--- src/rtl/pll_ld_pkg.sv ---
package pll_ld_pkg;
  localparam int TMR_SEL_W    = 2;
  localparam int TMR_BASE_EXP = 2;
  localparam int MULT_W       = 3;
  localparam int CNT_SEL_W    = 3;
  localparam int CNT_BASE_EXP = 6;
  localparam int PIN_SEL_W    = 5;
  localparam int PIN_LOCK_CODE = 1;

  typedef struct packed {
    logic hit;
    logic miss;
  } ld_evt_t;
endpackage

--- src/rtl/ld_window_gen.sv ---
module ld_window_gen #(
  parameter int TMR_SEL_W    = 2,
  parameter int TMR_BASE_EXP = 2,
  parameter int MULT_W       = 3,
  localparam int WIN_W = MULT_W + (1 << TMR_SEL_W) + TMR_BASE_EXP
) (
  input  logic                 clk_i,
  input  logic                 rst_ni,
  input  logic                 ref_pulse_i,
  input  logic [TMR_SEL_W-1:0] tmr_sel_i,
  input  logic [MULT_W-1:0]    tmr_mult_i,
  output logic                 open_o,
  output logic                 last_o
);
  logic [WIN_W-1:0] len_w;
  logic [WIN_W-1:0] rem_q;

  always_comb begin
    len_w = (WIN_W'(tmr_mult_i) + WIN_W'(1))
            << (WIN_W'(tmr_sel_i) + WIN_W'(TMR_BASE_EXP));
  end

  // rem_q counts the open cycles left after the reference cycle
  always_ff @(posedge clk_i or negedge rst_ni) begin
    if (!rst_ni)             rem_q <= '0;
    else if (ref_pulse_i)    rem_q <= len_w - WIN_W'(1);
    else if (rem_q != '0)    rem_q <= rem_q - WIN_W'(1);
  end

  assign open_o = ref_pulse_i | (rem_q != '0);
  assign last_o = !ref_pulse_i && (rem_q == WIN_W'(1));
endmodule

--- src/rtl/ld_arrival_judge.sv ---
module ld_arrival_judge
  import pll_ld_pkg::*;
(
  input  logic    clk_i,
  input  logic    rst_ni,
  input  logic    ref_pulse_i,
  input  logic    vco_pulse_i,
  input  logic    win_sel_i,
  input  logic    ext_win_i,
  input  logic    dig_open_i,
  input  logic    dig_last_i,
  output ld_evt_t evt_o
);
  logic pend_q;
  logic win_open, late_vco, expire_miss, ref_miss;

  assign win_open    = win_sel_i ? dig_open_i : ext_win_i;
  assign late_vco    = vco_pulse_i & ~win_open;
  assign expire_miss = win_sel_i & dig_last_i & pend_q & ~vco_pulse_i;
  // previous reference never answered
  assign ref_miss    = ref_pulse_i & pend_q & ~vco_pulse_i;

  assign evt_o.miss = late_vco | expire_miss | ref_miss;
  assign evt_o.hit  = vco_pulse_i & win_open;

  always_ff @(posedge clk_i or negedge rst_ni) begin
    if (!rst_ni)          pend_q <= 1'b0;
    else if (ref_pulse_i) pend_q <= ~vco_pulse_i;
    else if (vco_pulse_i) pend_q <= 1'b0;
    else if (expire_miss) pend_q <= 1'b0;
  end
endmodule

--- src/rtl/ld_run_counter.sv ---
module ld_run_counter
  import pll_ld_pkg::*;
#(
  parameter int CNT_SEL_W    = 3,
  parameter int CNT_BASE_EXP = 6,
  localparam int CNT_W = CNT_BASE_EXP + (1 << CNT_SEL_W)
) (
  input  logic                 clk_i,
  input  logic                 rst_ni,
  input  ld_evt_t              evt_i,
  input  logic [CNT_SEL_W-1:0] cnt_sel_i,
  output logic                 lock_o
);
  logic [CNT_W-1:0] need_w, cnt_q, cnt_nxt;
  logic             lock_q;

  always_comb begin
    need_w  = CNT_W'(1) << (CNT_W'(cnt_sel_i) + CNT_W'(CNT_BASE_EXP));
    cnt_nxt = cnt_q;
    if (evt_i.miss)                   cnt_nxt = '0;
    else if (evt_i.hit && cnt_q < need_w) cnt_nxt = cnt_q + CNT_W'(1);
  end

  always_ff @(posedge clk_i or negedge rst_ni) begin
    if (!rst_ni) begin
      cnt_q  <= '0;
      lock_q <= 1'b0;
    end else begin
      cnt_q <= cnt_nxt;
      if (evt_i.miss)                          lock_q <= 1'b0;
      else if (evt_i.hit && cnt_nxt >= need_w) lock_q <= 1'b1;
    end
  end

  assign lock_o = lock_q;
endmodule

--- src/rtl/ld_pin_mux.sv ---
module ld_pin_mux #(
  parameter int PIN_SEL_W     = 5,
  parameter int PIN_LOCK_CODE = 1
) (
  input  logic [PIN_SEL_W-1:0] pin_sel_i,
  input  logic                 pin_en_i,
  input  logic                 pin_hold_i,
  input  logic                 rd_active_i,
  input  logic                 sdo_i,
  input  logic                 lock_i,
  output logic                 pin_o
);
  logic lock_route;

  assign lock_route = (pin_sel_i == PIN_SEL_W'(PIN_LOCK_CODE)) && pin_en_i;

  always_comb begin
    if (lock_route && (pin_hold_i || !rd_active_i)) pin_o = lock_i;
    else                                            pin_o = sdo_i;
  end
endmodule

--- src/rtl/pll_lock_win_det.sv ---
module pll_lock_win_det
  import pll_ld_pkg::*;
#(
  parameter int P_TMR_SEL_W    = TMR_SEL_W,
  parameter int P_TMR_BASE_EXP = TMR_BASE_EXP,
  parameter int P_MULT_W       = MULT_W,
  parameter int P_CNT_SEL_W    = CNT_SEL_W,
  parameter int P_CNT_BASE_EXP = CNT_BASE_EXP,
  parameter int P_PIN_SEL_W    = PIN_SEL_W,
  parameter int P_PIN_CODE     = PIN_LOCK_CODE
) (
  input  logic                   clk_i,
  input  logic                   rst_ni,
  input  logic                   ref_pulse_i,
  input  logic                   vco_pulse_i,
  input  logic                   win_sel_i,
  input  logic                   ext_win_i,
  input  logic [P_TMR_SEL_W-1:0] tmr_sel_i,
  input  logic [P_MULT_W-1:0]    tmr_mult_i,
  input  logic [P_CNT_SEL_W-1:0] cnt_sel_i,
  input  logic [P_PIN_SEL_W-1:0] pin_sel_i,
  input  logic                   pin_en_i,
  input  logic                   pin_hold_i,
  input  logic                   rd_active_i,
  input  logic                   sdo_i,
  output logic                   lock_o,
  output logic                   stat_o,
  output logic                   pin_o
);
  logic    dig_open, dig_last, lock;
  ld_evt_t evt;

  ld_window_gen #(
    .TMR_SEL_W(P_TMR_SEL_W), .TMR_BASE_EXP(P_TMR_BASE_EXP), .MULT_W(P_MULT_W)
  ) u_win (
    .clk_i, .rst_ni, .ref_pulse_i, .tmr_sel_i, .tmr_mult_i,
    .open_o(dig_open), .last_o(dig_last)
  );

  ld_arrival_judge u_judge (
    .clk_i, .rst_ni, .ref_pulse_i, .vco_pulse_i, .win_sel_i, .ext_win_i,
    .dig_open_i(dig_open), .dig_last_i(dig_last), .evt_o(evt)
  );

  ld_run_counter #(
    .CNT_SEL_W(P_CNT_SEL_W), .CNT_BASE_EXP(P_CNT_BASE_EXP)
  ) u_cnt (
    .clk_i, .rst_ni, .evt_i(evt), .cnt_sel_i, .lock_o(lock)
  );

  ld_pin_mux #(
    .PIN_SEL_W(P_PIN_SEL_W), .PIN_LOCK_CODE(P_PIN_CODE)
  ) u_pin (
    .pin_sel_i, .pin_en_i, .pin_hold_i, .rd_active_i, .sdo_i,
    .lock_i(lock), .pin_o
  );

  assign lock_o = lock;
  assign stat_o = lock;
endmodule

--- config.mk ---
export PLATFORM = sky130hd
export DESIGN_NAME = pll_lock_win_det
export DESIGN_NICKNAME = d
export VERILOG_FILES = /design/src/rtl/pll_ld_pkg.sv /design/src/rtl/ld_window_gen.sv /design/src/rtl/ld_arrival_judge.sv /design/src/rtl/ld_run_counter.sv /design/src/rtl/ld_pin_mux.sv /design/src/rtl/pll_lock_win_det.sv
export SDC_FILE = /design/constraint.sdc
export NUM_CORES = 1
export LEC_CHECK = 0
export ABC_AREA = 1
export BUFFER_PORTS_ARGS = -buffer_cell sky130_fd_sc_hd__buf_4
export CORE_MARGIN = 2
export CORE_UTILIZATION = 28
export DETAILED_ROUTE_END_ITERATION = 16
export GPL_ROUTABILITY_DRIVEN = 1
export PLACE_DENSITY = 0.55
export SYNTH_ARGS = -nofsm -noshare
export SYNTH_HDL_FRONTEND = slang
export SYNTH_SLANG_ARGS = --single-unit
export TNS_END_PERCENT = 1
--- constraint.sdc ---
create_clock -name clk_i -period 4.6 [get_ports clk_i]
set_clock_uncertainty 0.1 [all_clocks]
set_input_delay 0.92 -clock clk_i [delete_from_list [all_inputs] [get_ports clk_i]]
set_output_delay 0.92 -clock clk_i [all_outputs]
set_load 0.02 [all_outputs]
; After elaboration in Yosys (flattened, before gate mapping)
; Index checks and enable logic that the tools add are counted.
; Widths: inputs -> output; s select.
[totals]
ff_bits = 25
out_inout_bits = 3
in_bits = 23
[op_classes]
order_cmp = 2
n_shift = 2
n_addsub = 6
n_eq_ne = 2
reduce_logical = 12
bitwise_logic = 12
muxes = 11
[op_table]
columns = operator, count
row1 = $mux 14, 2
row2 = $mux 9, 2
row3 = $sub 9x1->9 const B, 2
row4 = $add 14x1->14 const B, 1
row5 = $ge 14x14->1, 1
row6 = $lt 14x14->1, 1
row7 = $shl 1x14->14 const A, 1
row8 = $eq 9x1->1 const B, 1
row9 = $reduce_bool 9->1, 1
row10 = $shl 9x9->9, 1
row11 = $and 1x1->1, 7
row12 = $mux 1, 7
row13 = $eq 5x1->1 const B, 1
row14 = $logic_and 1x1->1, 5
row15 = $add 3x1->4 const B, 1
row16 = $add 3x3->4 const B, 1
row17 = $reduce_bool 2->1, 2
row18 = $add 2x2->3 const B, 1
row19 = $or 1x1->1, 3
row20 = $reduce_bool 3->1, 1
row21 = $logic_not 1->1, 2
row22 = $not 1->1, 2
row23 = $logic_or 1x1->1, 1

; Depth between registers and ports, before layout
; Gate-level depths: netlist (run 1).
[logic_depth]
ltp_word = 12
ltp_mapped = 25

; Cells and area by module
; A second synthesis (run 1) with hierarchy kept.
[hier_totals]
hier_cells = 405
area_unflattened_um2 = 2738.9
[modules_own_cells]
columns = module, area_per_inst_um2, cells_per_inst, instances
row1 = ld_run_counter, 1752.9, 253, 1
row2 = ld_window_gen, 820.8, 119, 1
row3 = ld_arrival_judge, 95.1, 17, 1
row4 = ld_pin_mux, 62.6, 15, 1
row5 = pll_lock_win_det, 7.5, 1, 1

; Worst setup path before layout (run 1)
; Ideal clock, no wire load.
[synth_path]
path_type = input to register
from = input cnt_sel_i[1]
to = register u_cnt.lock_q, in the netlist u_cnt.lock_o
arrival_ns = 3.730
slack_ns = 0.649
path_buffers = 2
cell_stages = 23
setup_ns = 0.121
cell_sequence = inv_2 -> ha_1 -> buf_2 -> nor2_1 -> nand3_1 -> ha_1 -> a21oi_1 -> o21ai_1 -> nand2_1 -> nand3_1 -> nor2_2 -> buf_2 -> nand3_1 -> a21oi_2 -> ha_1 -> nand2_1 -> nor2_1 -> o21ai_0 -> inv_1 -> o21ai_0 -> nand3_1 -> nand2_1 -> a21oi_1
[synth_between]
elab_chain_len = 9
[synth_rtl]
columns = item, line_no
row1 = from (decl), pll_lock_win_det.sv:20  ; input logic [P_CNT_SEL_W-1:0] cnt_sel_i,
row2 = $add 3x3->4, ld_run_counter.sv:18  ; need_w = CNT_W'(1) << (CNT_W'(cnt_sel_i) + CNT_W'(CNT_BASE_EXP));
row3 = $shl 1x14->14, ld_run_counter.sv:18
row4 = $lt 14x14->1, ld_run_counter.sv:21  ; else if (evt_i.hit && cnt_q < need_w) cnt_nxt = cnt_q + CNT_W'(1);
row5 = $logic_and 1x1->1, ld_run_counter.sv:21
row6 = $mux 14, ld_run_counter.sv:21
row7 = $mux 14, ld_run_counter.sv:20  ; if (evt_i.miss) cnt_nxt = '0;
row8 = via u_cnt.cnt_nxt[5], ld_run_counter.sv:14  ; logic [CNT_W-1:0] need_w, cnt_q, cnt_nxt;
row9 = $ge 14x14->1, ld_run_counter.sv:31  ; else if (evt_i.hit && cnt_nxt >= need_w) lock_q <= 1'b1;
row10 = $logic_and 1x1->1, ld_run_counter.sv:31
row11 = $reduce_bool 2->1 (no source line), n/a
row12 = to (signal assigned), ld_run_counter.sv:27  ; lock_q <= 1'b0;
row13 = to (signal assigned), ld_run_counter.sv:30  ; if (evt_i.miss) lock_q <= 1'b0;
row14 = to (signal assigned), ld_run_counter.sv:31
row15 = to (decl), ld_run_counter.sv:15  ; logic lock_q;
; The timed path passes the listed nets, and every way through them passes these cells.
; A chain may end at the register's enable or synchronous reset.

; Worst setup path after layout (run 1)
; Ends and elaborated chain as after synthesis.

==> flow_summary.toml, run 1 <==
[cells_and_area]
drive_above_1_share_pct = 17.7
fin_nets = 477
multiInputGateArea_um2 = 1820
num-fill-cells = 1044
design_area_um2 = 3090
regArea_um2 = 626
mostFrequentLayoutCell = "nand2_1"
layout_common_cells = "nand2_1, nand3_1, inv_1"
syn2layout_area_growth_pct = 13.1
antenna_cells = 0

[clocking]
holdBufCountCts = 0
numCtsBuffers = 3
ctsResizeCount = 0
cts.sinks = 25
clock_latency_ns = 0.27
clockRootBuffer = "clkbuf_8"
cts_buffer_depth = 2
cts_tree = "done"
clkTransAtPathRegs_ns = 0.09
htreeDepth = 1
post_cts_buffers = 0

[setup_path]
critPathSlowestCell = "ha_1"
path_max_fanout = 17
crit_arrival_ns = 4.28
crit_path_end_kind = "register"
crit_type = "in2reg"
worstPathRequired_ns = 4.65
r2r_slack_ns = 1.43
crit_path_max_incr_delay_ns = 0.41
start_kind = "input port"
cp_cell_sequence = "buf_4 > inv_2 > ha_1 > inv_1 > nand3_1 > ha_1 > nand2_1 > nor4_2 > o21ai_4 > nand2_4 > nand2_1 > o21ai_1 > nor2_1 > ha_1 > inv_1 > nor2_1 > o21ai_0 > inv_1 > o21ai_0 > nand3_1 > nand2_1 > a21oi_1"

[hold_path]
hold_class = "in2async"

[timing]
rsz0062_at_grt = "false"
finalSetupViolations = 0
min_period_ns = 4.23
fmax_mhz = 236
hold_slack_ns = 0.441
fin_setup_tns_ns = 0
setup_ws_ns = 0.371
slew_violations = 0
min_period_over_period_pct = 91.9
hold_violations = 0

[power]
p_clk_share_pct = 12.1
p_int_mw = 0.569
total_power_mw = 1.09
power_density_nw_per_um2 = 354
switching_power_mw = 0.524
p_leak_nw = 1.50
ir_drop_v = 0.000108
p_comb_share_pct = 58.9
sequentialPowerShare_pct = 29.0
switching_share_pct = 47.9

[global_routing]
first_global_vias = 2319
grt_pass1_wl_mm = 11.2
grt_max_degree = 26
antenna_found_initial = 0
grt_use_total_pct = 13.2
grt_use_met1_pct = 19.9
busiest_layer = "met2"
grt_overflow = 0
grtUsageMet2_pct = 20.5
grt_use_met3_pct = 1.29

[place]
place_hpwl_mm = 5.43
place_ws_ns = 0.127
portBuffers = 25
gp_congestion = 0.845
dpl_cell_area_um2 = 3040

[routing]
ant_nets = 0
post_drt_wl_per_cell_um = 11.8
drc = 0
vias = 2543
viasPerCell = 4.57
wl_mm = 6.54
first_iter_violations = 152
dr.pass1.iters = 4

[die]
start_util_pct = 28.4
dieArea_um2 = 10600
row_count = 36
ios = 26
die_h_um = 103
core-area_um2 = 9590
die_width_um = 103

[run_status]
run_status = "completed"

[synthesis]
syn_area_um2 = 2730
ys_top_cells_by_area = "dfrtp_1, ha_1, nand2_1, nand3_1, inv_1"
yosys_register_bits = 25
yosys.area.top_type = "dfrtp_1"
ys_seq_area_share_pct = 22.9
syn_avg_cell_area_um2 = 6.82
ys_warn_count = 0
netlist.area_leader.share_pct = 22.9
synth.distinct_cells = 40
netlist_instances = 400

[run]
maxCapViolCount = 0
==> critical path: cells and delay by family <==
family / cells / cell delay, ns
fa+ha+maj: 3 / 1.06
simple gates: 9 / 1.21
buf+inv: 5 / 0.38
compound gates: 5 / 0.67
==> registers in the layout, indices dropped and copies added, names as in the netlist <==
signal	count
u_cnt.cnt_q	14
u_cnt.lock_o	1
u_judge.pend_q	1
u_win.rem_q	9
==> area by class of cell <==
cell class / instances / share of cell area (%)
inverter: 58 / 7.05
multi-input combinational: 308 / 59.0
timing repair buffer: 28 / 6.81
tap: 133 / 5.39
clock buffer: 4 / 1.46
sequential: 25 / 20.3
==> power by group through the flow <==
stage,sequential (mW),clock (mW),combinational (mW)
6_report,0.317,0.133,0.644
5_1_grt,0.326,0.147,0.745
4_1_cts,0.318,0.139,0.644
3_5_place_dp,0.323,0,0.639
3_3_place_gp,0.322,0,0.642
2_1_floorplan,0.309,0,0.508
==> final timing paths <==
kind | from | end | cells after the start
worst max-delay path | cnt_sel_i[1] | u_cnt.lock_o$_DFFE_PN0P_ | 22
worst min-delay path | rst_ni | u_win.rem_q[2]$_DFFE_PN0N_ | 1
worst max register to register | u_cnt.cnt_q[12]$_DFF_PN0_ | u_cnt.lock_o$_DFFE_PN0P_ | 17
worst min register to register | u_judge.pend_q$_DFFE_PN0P_ | u_judge.pend_q$_DFFE_PN0P_ | 2
max in group asynchronous | rst_ni | u_cnt.cnt_q[7]$_DFF_PN0_ | 1
min in group clk_i | u_judge.pend_q$_DFFE_PN0P_ | u_judge.pend_q$_DFFE_PN0P_ | 2
==> synthesized netlist by cell type <==
| cell type | instances |
|---|---|
| nor4_1 | 3 |
| nor3_2 | 2 |
| o21ai_1 | 10 |
| nor2_4 | 3 |
| o221ai_1 | 1 |
| nand3b_1 | 1 |
| buf_2 | 3 |
| nand3_1 | 53 |
| nor3b_2 | 1 |
| nand2_2 | 8 |
| or2_4 | 1 |
| nor4_2 | 1 |
| a221oi_1 | 1 |
| o21ai_0 | 14 |
| o21ai_2 | 1 |
| inv_1 | 45 |
| a21oi_1 | 16 |
| conb_1 | 1 |
| or2_1 | 1 |
| buf_8 | 1 |
| xor2_1 | 12 |
| ha_1 | 30 |
| clkbuf_1 | 2 |
| nor3_1 | 8 |
| a22oi_1 | 1 |
| xnor2_1 | 1 |
| nand2_1 | 76 |
| nor2_1 | 39 |
| nand4_1 | 5 |
| a31oi_1 | 1 |
| nand2_4 | 1 |
| nor2_2 | 4 |
| o211ai_1 | 1 |
| inv_2 | 13 |
| buf_4 | 4 |
| a21oi_2 | 6 |
| a21boi_2 | 1 |
| o21ai_4 | 2 |
| o22ai_1 | 1 |
| dfrtp_1 | 25 |
==> kinds of logic (layout without fill, tap and decap cells) <==
logic type,count (synthesis),in the layout,share of synthesized area (%)
AOI/OAI and AO/OA,56,56,12.8
xor gates and xnor gates,13,13,4.17
buffers and inverters,68,90,10.5
DFF,25,25,22.9
other,1,2,0.137
adders and majority gates,30,30,13.8
and+or+nand+nor,207,207,35.7
==> routing by layer <==
metal	up-vias	routed length, um
li1	1367	-
met1	1144	3380
met2	30	2980
met3	2	143
met4	0	38
met5	-	0
==> stage by stage <==
step | std cells | utilization (%)
final | 556 | 32.2
after global routing | 556 | 32.2
after CTS | 556 | 32.2
after detailed placement | 552 | 31.7
after global placement | 552 | 31.7
after floorplan | 401 | -
(Power assumes the default switching activity.)
==> run 2: changes to the inputs <==
--- a/config.mk
+++ b/config.mk
@@ -7,11 +7,14 @@
 export LEC_CHECK = 0
 export ABC_AREA = 1
 export BUFFER_PORTS_ARGS = -buffer_cell sky130_fd_sc_hd__buf_4
+export CELL_PAD_IN_SITES_DETAIL_PLACEMENT = 1
+export CELL_PAD_IN_SITES_GLOBAL_PLACEMENT = 1
 export CORE_MARGIN = 2
 export CORE_UTILIZATION = 28
+export CTS_CLUSTER_DIAMETER = 60
 export DETAILED_ROUTE_END_ITERATION = 16
 export GPL_ROUTABILITY_DRIVEN = 1
-export PLACE_DENSITY = 0.55
+export PLACE_DENSITY = 0.67
 export SYNTH_ARGS = -nofsm -noshare
 export SYNTH_HDL_FRONTEND = slang
 export SYNTH_SLANG_ARGS = --single-unit
==> run 2 against run 1 <==
Power rose by 3.5%. Sequential share of layout area is essentially flat. Count of clock-buffer cells in the layout decreased by 1. Combinational power up 3.7%. Cell area rose by 0.16%. Sequential cell count unchanged. Global-route usage increased by 2.3 points. Routed wire length increased by 18%. Cell count shrank 0.18%. First-iteration DRC count is 27% lower. Clock power rose by 7%. Core utilization increased by 0.052 points. Critical path type unchanged. Largest cell class unchanged.
==> flow_summary.toml, run 2 (same netlist as run 1, synthesis figures left out) <==
[run_status]
run_status = "completed"

[global_routing]
antenna_found_initial = 0
grt_overflow = 0
grt_pass1_wl_mm = 12.9
grt_max_degree = 26
first_global_vias = 2638
grt_use_total_pct = 15.5

[die]
start_util_pct = 28.4
dieArea_um2 = 10600
die_h_um = 103
ios = 26
row_count = 36
core-area_um2 = 9590
die_width_um = 103

[timing]
fin_setup_tns_ns = 0
min_period_over_period_pct = 89.9
hold_slack_ns = 0.423
fmax_mhz = 242
slew_violations = 0
finalSetupViolations = 0
min_period_ns = 4.13
rsz0062_at_grt = "false"
hold_violations = 0

[routing]
first_iter_violations = 111
viasPerCell = 4.79
ant_nets = 0
drc = 0
vias = 2659
dr.pass1.iters = 4
post_drt_wl_per_cell_um = 13.9
wl_mm = 7.71

[cells_and_area]
antenna_cells = 0
layout_common_cells = "nand2_1, nand3_1, inv_1"
fin_nets = 476
drive_above_1_share_pct = 18.0
syn2layout_area_growth_pct = 13.3
largest_reg_flops = 14
largest-register = "u_cnt.cnt_q"
fin_util_pct = 32.2
num-fill-cells = 1225
mostFrequentLayoutCell = "nand2_1"
top_regs = "u_cnt.cnt_q (14), u_win.rem_q (9)"

[setup_path]
path_max_fanout = 17
crit_start = "cnt_sel_i[1]"
start_kind = "input port"
crit_type = "in2reg"
r2r_start = "u_win.rem_q[0]$_DFFE_PN0N_"
crit_path_end_kind = "register"
worstPathRequired_ns = 4.72
crit_arrival_ns = 4.25

[clocking]
cts.sinks = 25
clock_latency_ns = 0.29
numCtsBuffers = 3
clkTransAtPathRegs_ns = 0.09
cts_buffer_depth = 2
clockRootBuffer = "clkbuf_8"
cts_tree = "done"
htreeDepth = 1
post_cts_buffers = 0

[power]
ir_drop_v = 0.000135
total_power_mw = 1.13
power_density_nw_per_um2 = 366
p_leak_nw = 1.50

[hold_path]
hold_class = "in2async"

[run]
maxCapViolCount = 0

[place]
place_hpwl_mm = 6.55
gp_congestion = 0.857
portBuffers = 25
-- run 2: metrics by stage --
step	instances	area [um2]	setup WS, ns
floorplan	401	2730	0.649
global placement	551	3030	0.0874
detailed placement	551	3030	-0.0000751
CTS	555	3080	0.276
global route	555	3090	0.0195
finish	555	3090	0.467
-- run 2: layout make-up --
| cell class | instances | area (um2) | share of cell area, % |
|---|---|---|---|
| clock inverters | 1 | 5.00 | 0.162 |
| clock buffers | 3 | 41.3 | 1.34 |
| multi-input cells | 308 | 1830 | 59.3 |
| flip-flops and latches | 25 | 626 | 20.2 |
| repair buffers | 27 | 203 | 6.56 |
| inverters | 58 | 218 | 7.04 |
| well taps | 133 | 166 | 5.38 |
-- run 2: worst max-delay path, stage by stage --
cell	delay [ns]
buf_4	0.12
inv_2	0.10
ha_2	0.34
inv_1	0.09
nand3_1	0.10
ha_1	0.32
nand2_1	0.12
nor4_4	0.37
o21ai_4	0.18
nand2_4	0.22
nand2_1	0.07
o21ai_1	0.10
nor2_1	0.09
ha_1	0.32
nand2_1	0.09
inv_1	0.06
nand3_1	0.08
nor4_1	0.18
o21ai_0	0.13
nand3_1	0.08
nand2_1	0.05
a21oi_1	0.11
-- run 2: report_power, final --
part / switching (mW) / total [mW] / internal [mW]
Sequential: 0.0586 / 0.323 / 0.264
Clock: 0.0807 / 0.142 / 0.0611
Combinational: 0.423 / 0.668 / 0.245
Total: 0.562 / 1.13 / 0.570
-- run 2: routing by layer --
layer  global-route usage (%)  vias to the layer above  part of all wire (%)
li1                         -                     1363                     -
met4                     3.38                        0                  0.99
met3                    0.814                        5                   3.7
met1                     22.2                     1240                    49
met5                        0                        -                     0
met2                     26.0                       51                    46
-- run 2: repair_timing --
item,in CTS,in global routing
hold buffers,0,0
setup endpoints to repair,0,1
gates resized for setup,0,2
-- run 2: path summary, 6_finish.rpt --
| path | end | slack [ns] | cells after the start |
|---|---|---|---|
| max | u_cnt.lock_o$_DFFE_PN0P_ | 0.47 | 22 |
| min | u_win.rem_q[2]$_DFFE_PN0N_ | 0.42 | 1 |
| max reg2reg | u_cnt.lock_o$_DFFE_PN0P_ | 1.41 | 18 |
| min reg2reg | u_judge.pend_q$_DFFE_PN0P_ | 0.47 | 2 |
| max in group asynchronous | u_cnt.cnt_q[4]$_DFF_PN0_ | 3.71 | 1 |
| min in group clk_i | u_judge.pend_q$_DFFE_PN0P_ | 0.47 | 2 |
==> run 3: changes to the inputs <==
--- a/config.mk
+++ b/config.mk
@@ -5,7 +5,6 @@
 export SDC_FILE = /design/constraint.sdc
 export NUM_CORES = 1
 export LEC_CHECK = 0
-export ABC_AREA = 1
 export BUFFER_PORTS_ARGS = -buffer_cell sky130_fd_sc_hd__buf_4
 export CELL_PAD_IN_SITES_DETAIL_PLACEMENT = 1
 export CELL_PAD_IN_SITES_GLOBAL_PLACEMENT = 1
@@ -14,7 +13,7 @@
 export CTS_CLUSTER_DIAMETER = 60
 export DETAILED_ROUTE_END_ITERATION = 16
 export GPL_ROUTABILITY_DRIVEN = 1
-export PLACE_DENSITY = 0.67
+export PLACE_DENSITY = 0.66
 export SYNTH_ARGS = -nofsm -noshare
 export SYNTH_HDL_FRONTEND = slang
 export SYNTH_SLANG_ARGS = --single-unit
==> run 3 against run 2 <==
The run now ends with negative setup slack left. Die area is 16% lower. Sequential cell count unchanged. Cell area is 4.4% lower. Worst hold slack improved by 0.018 ns. Combinational power shrank 66%. Synthesized cell count is 31% lower. Sequential power down 20%. Critical path type unchanged. Highest routed layer unchanged.
==> flow_summary.toml, run 3 <==
[run_status]
run_status = "complete, but fails checks"
failed_checks = "negative setup slack"

[synthesis]
syn_area_um2 = 2280
ys_warn_count = 0
netlist.area_leader.share_pct = 27.4
async_flop_share_pct = 100
yosys.area.top_type = "dfrtp_1"
syn_avg_cell_area_um2 = 8.28
yosys-top-cells-count = "ha_1, nand2_1, dfrtp_1"
synth_edf_count = 0
ys_seq_area_share_pct = 27.4
synth.most_common_cell = "ha_1"
yosys_register_bits = 25
synth.distinct_cells = 49
ys_top_cells_by_area = "dfrtp_1, ha_1, a21oi_1, nand2_1, o31ai_1"
ys.flop_type = "dfrtp_1"
netlist_instances = 276

[power]
p_int_mw = 0.414
switching_power_mw = 0.215
p_leak_nw = 1.29
sequentialPowerShare_pct = 41.2
p_comb_share_pct = 36.4
switching_share_pct = 34.2
p_clk_share_pct = 22.3
ir_drop_v = 0.000133
power_density_nw_per_um2 = 213

[die]
dieArea_um2 = 8900
ios = 26
start_util_pct = 29.3
die_width_um = 94.3
core-area_um2 = 7810
die_h_um = 94.3
row_count = 32

[cells_and_area]
fin_nets = 384
design_area_um2 = 2960
antenna_cells = 0
mostFrequentLayoutCell = "buf_4"
multiInputGateArea_um2 = 1640
fin_util_pct = 37.9
syn2layout_area_growth_pct = 29.4
num-fill-cells = 935
drive_above_1_share_pct = 23.9
regArea_um2 = 626
largest-register = "u_cnt.cnt_q"
layout_common_cells = "buf_4, ha_1, dfrtp_1"
top_regs = "u_cnt.cnt_q (14), u_win.rem_q (9)"
largest_reg_flops = 14
final_cells = 432

[setup_path]
crit_path_end_kind = "register"
r2r_start = "u_cnt.cnt_q[7]$_DFF_PN0_"
r2r_slack_ns = 0.72
worstPathRequired_ns = 4.67
crit_arrival_ns = 4.74
path_max_fanout = 3
start_kind = "input port"
crit_type = "in2reg"
crit_start = "cnt_sel_i[1]"

[routing]
first_iter_violations = 136
viasPerCell = 5.39
ant_nets = 0
vias = 2330
dr.pass1.iters = 4
wl_mm = 6.84
drc = 0
post_drt_wl_per_cell_um = 15.8

[place]
dpl_cell_area_um2 = 2820
gp_congestion = 0.812
portBuffers = 25
dp_cells = 424
place_hpwl_mm = 5.29

[clocking]
htreeDepth = 1
clock_latency_ns = 0.28
clkTransAtPathRegs_ns = 0.09
clockRootBuffer = "clkbuf_8"
cts.sinks = 25
cts_tree = "done"
numCtsBuffers = 3
cts_buffer_depth = 2

[run]
maxCapViolCount = 0

[global_routing]
grt_pass1_wl_mm = 11.7
antenna_found_initial = 0
grt_overflow = 0
grt_use_total_pct = 16.6
first_global_vias = 2410
grt_max_degree = 26

[timing]
finalSetupViolations = 1
fmax_mhz = 214
rsz0062_at_grt = "true"
min_period_ns = 4.67
fin_setup_tns_ns = -0.0696
setup_ws_ns = -0.0696
min_period_over_period_pct = 102
slew_violations = 0
hold_violations = 0

[hold_path]
hold_class = "in2async"
run 3: cell families (layout without fill, tap and decap cells):
kind of cell / after synthesis / count (layout) / share of synthesized area [%]
AND/OR/NAND/NOR: 113 / 113 / 25.9
AO/OA/AOI/OAI: 75 / 75 / 20.9
adder cells (fa/ha/maj): 30 / 30 / 16.4
flip-flops: 25 / 25 / 27.4
buffers and inverters: 19 / 72 / 4.05
XOR/XNOR: 10 / 10 / 3.83
multiplexers: 3 / 3 / 1.37
other: 1 / 2 / 0.164
run 3: final cells by class:
class	count	share of cell area [%]
multi-input cells	233	55.5
clock buffers	4	1.52
flip-flops and latches	25	21.2
inverters	8	1.02
well taps	102	4.32
repair buffers	60	16.5
run 3: worst max-delay path, cell delays in order:
cell and delay [ns]:
buf_4 0.09, inv_2 0.04, ha_4 0.16, nor2b_1 0.15, buf_4 0.14, nand2_1 0.08, ha_1 0.29, nand4_1 0.16
nor3_1 0.08, or3_1 0.35, or4b_4 0.53, or4_4 0.50, a21oi_2 0.15, ha_1 0.26, a2111o_1 0.38, a31oi_1 0.16
o21ai_1 0.09, a21oi_1 0.15, nor3_1 0.06
run 3: path summary, 6_finish.rpt:
check,cells past startpoint,to
worst max register to register,13,u_cnt.lock_o$_DFFE_PN0P_
min in group clk_i,2,u_judge.pend_q$_DFFE_PN0P_
max in group asynchronous,1,u_cnt.cnt_q[1]$_DFF_PN0_
worst min register to register,2,u_judge.pend_q$_DFFE_PN0P_
worst min-delay path,1,u_win.rem_q[1]$_DFFE_PN0N_
worst max-delay path,19,u_cnt.lock_o$_DFFE_PN0P_
run 3: power by group through the flow:
stage	Combinational [mW]	Clock, mW	Sequential (mW)
final	0.229	0.140	0.259
after global routing	0.258	0.155	0.263
after CTS	0.230	0.147	0.260
after detailed placement	0.211	0	0.264
after global placement	0.206	0	0.263
after floorplan	0.131	0	0.259
run 3: timing repair:
item                                    in CTS  in global routing
cloned                                       1                  0
hold buffers                                 0                  0
resized for setup                            9                  1
pin swaps                                    4                  0
endpoints found under the setup margin       1                  1
setup buffers                                3                  0
run 3: per-layer routing:
metal  global-route usage (%)  vias up  wire length [um]
met3                     1.36        8               205
li1                         -     1141                 -
met4                     4.71        0               124
met5                        0        -                 0
met2                     27.5       33              3280
met1                     23.3     1148              3230
run 3: metrics by stage:
stage	total power, mW	hold WS (ns)	worst slack (ns)
2_1_floorplan	0.390	0.405	-0.165
3_3_place_gp	0.468	0.422	-0.508
3_5_place_dp	0.475	0.432	-0.538
4_1_cts	0.637	0.448	0.00138
5_1_grt	0.676	0.468	-0.262
6_report	0.629	0.441	-0.0696
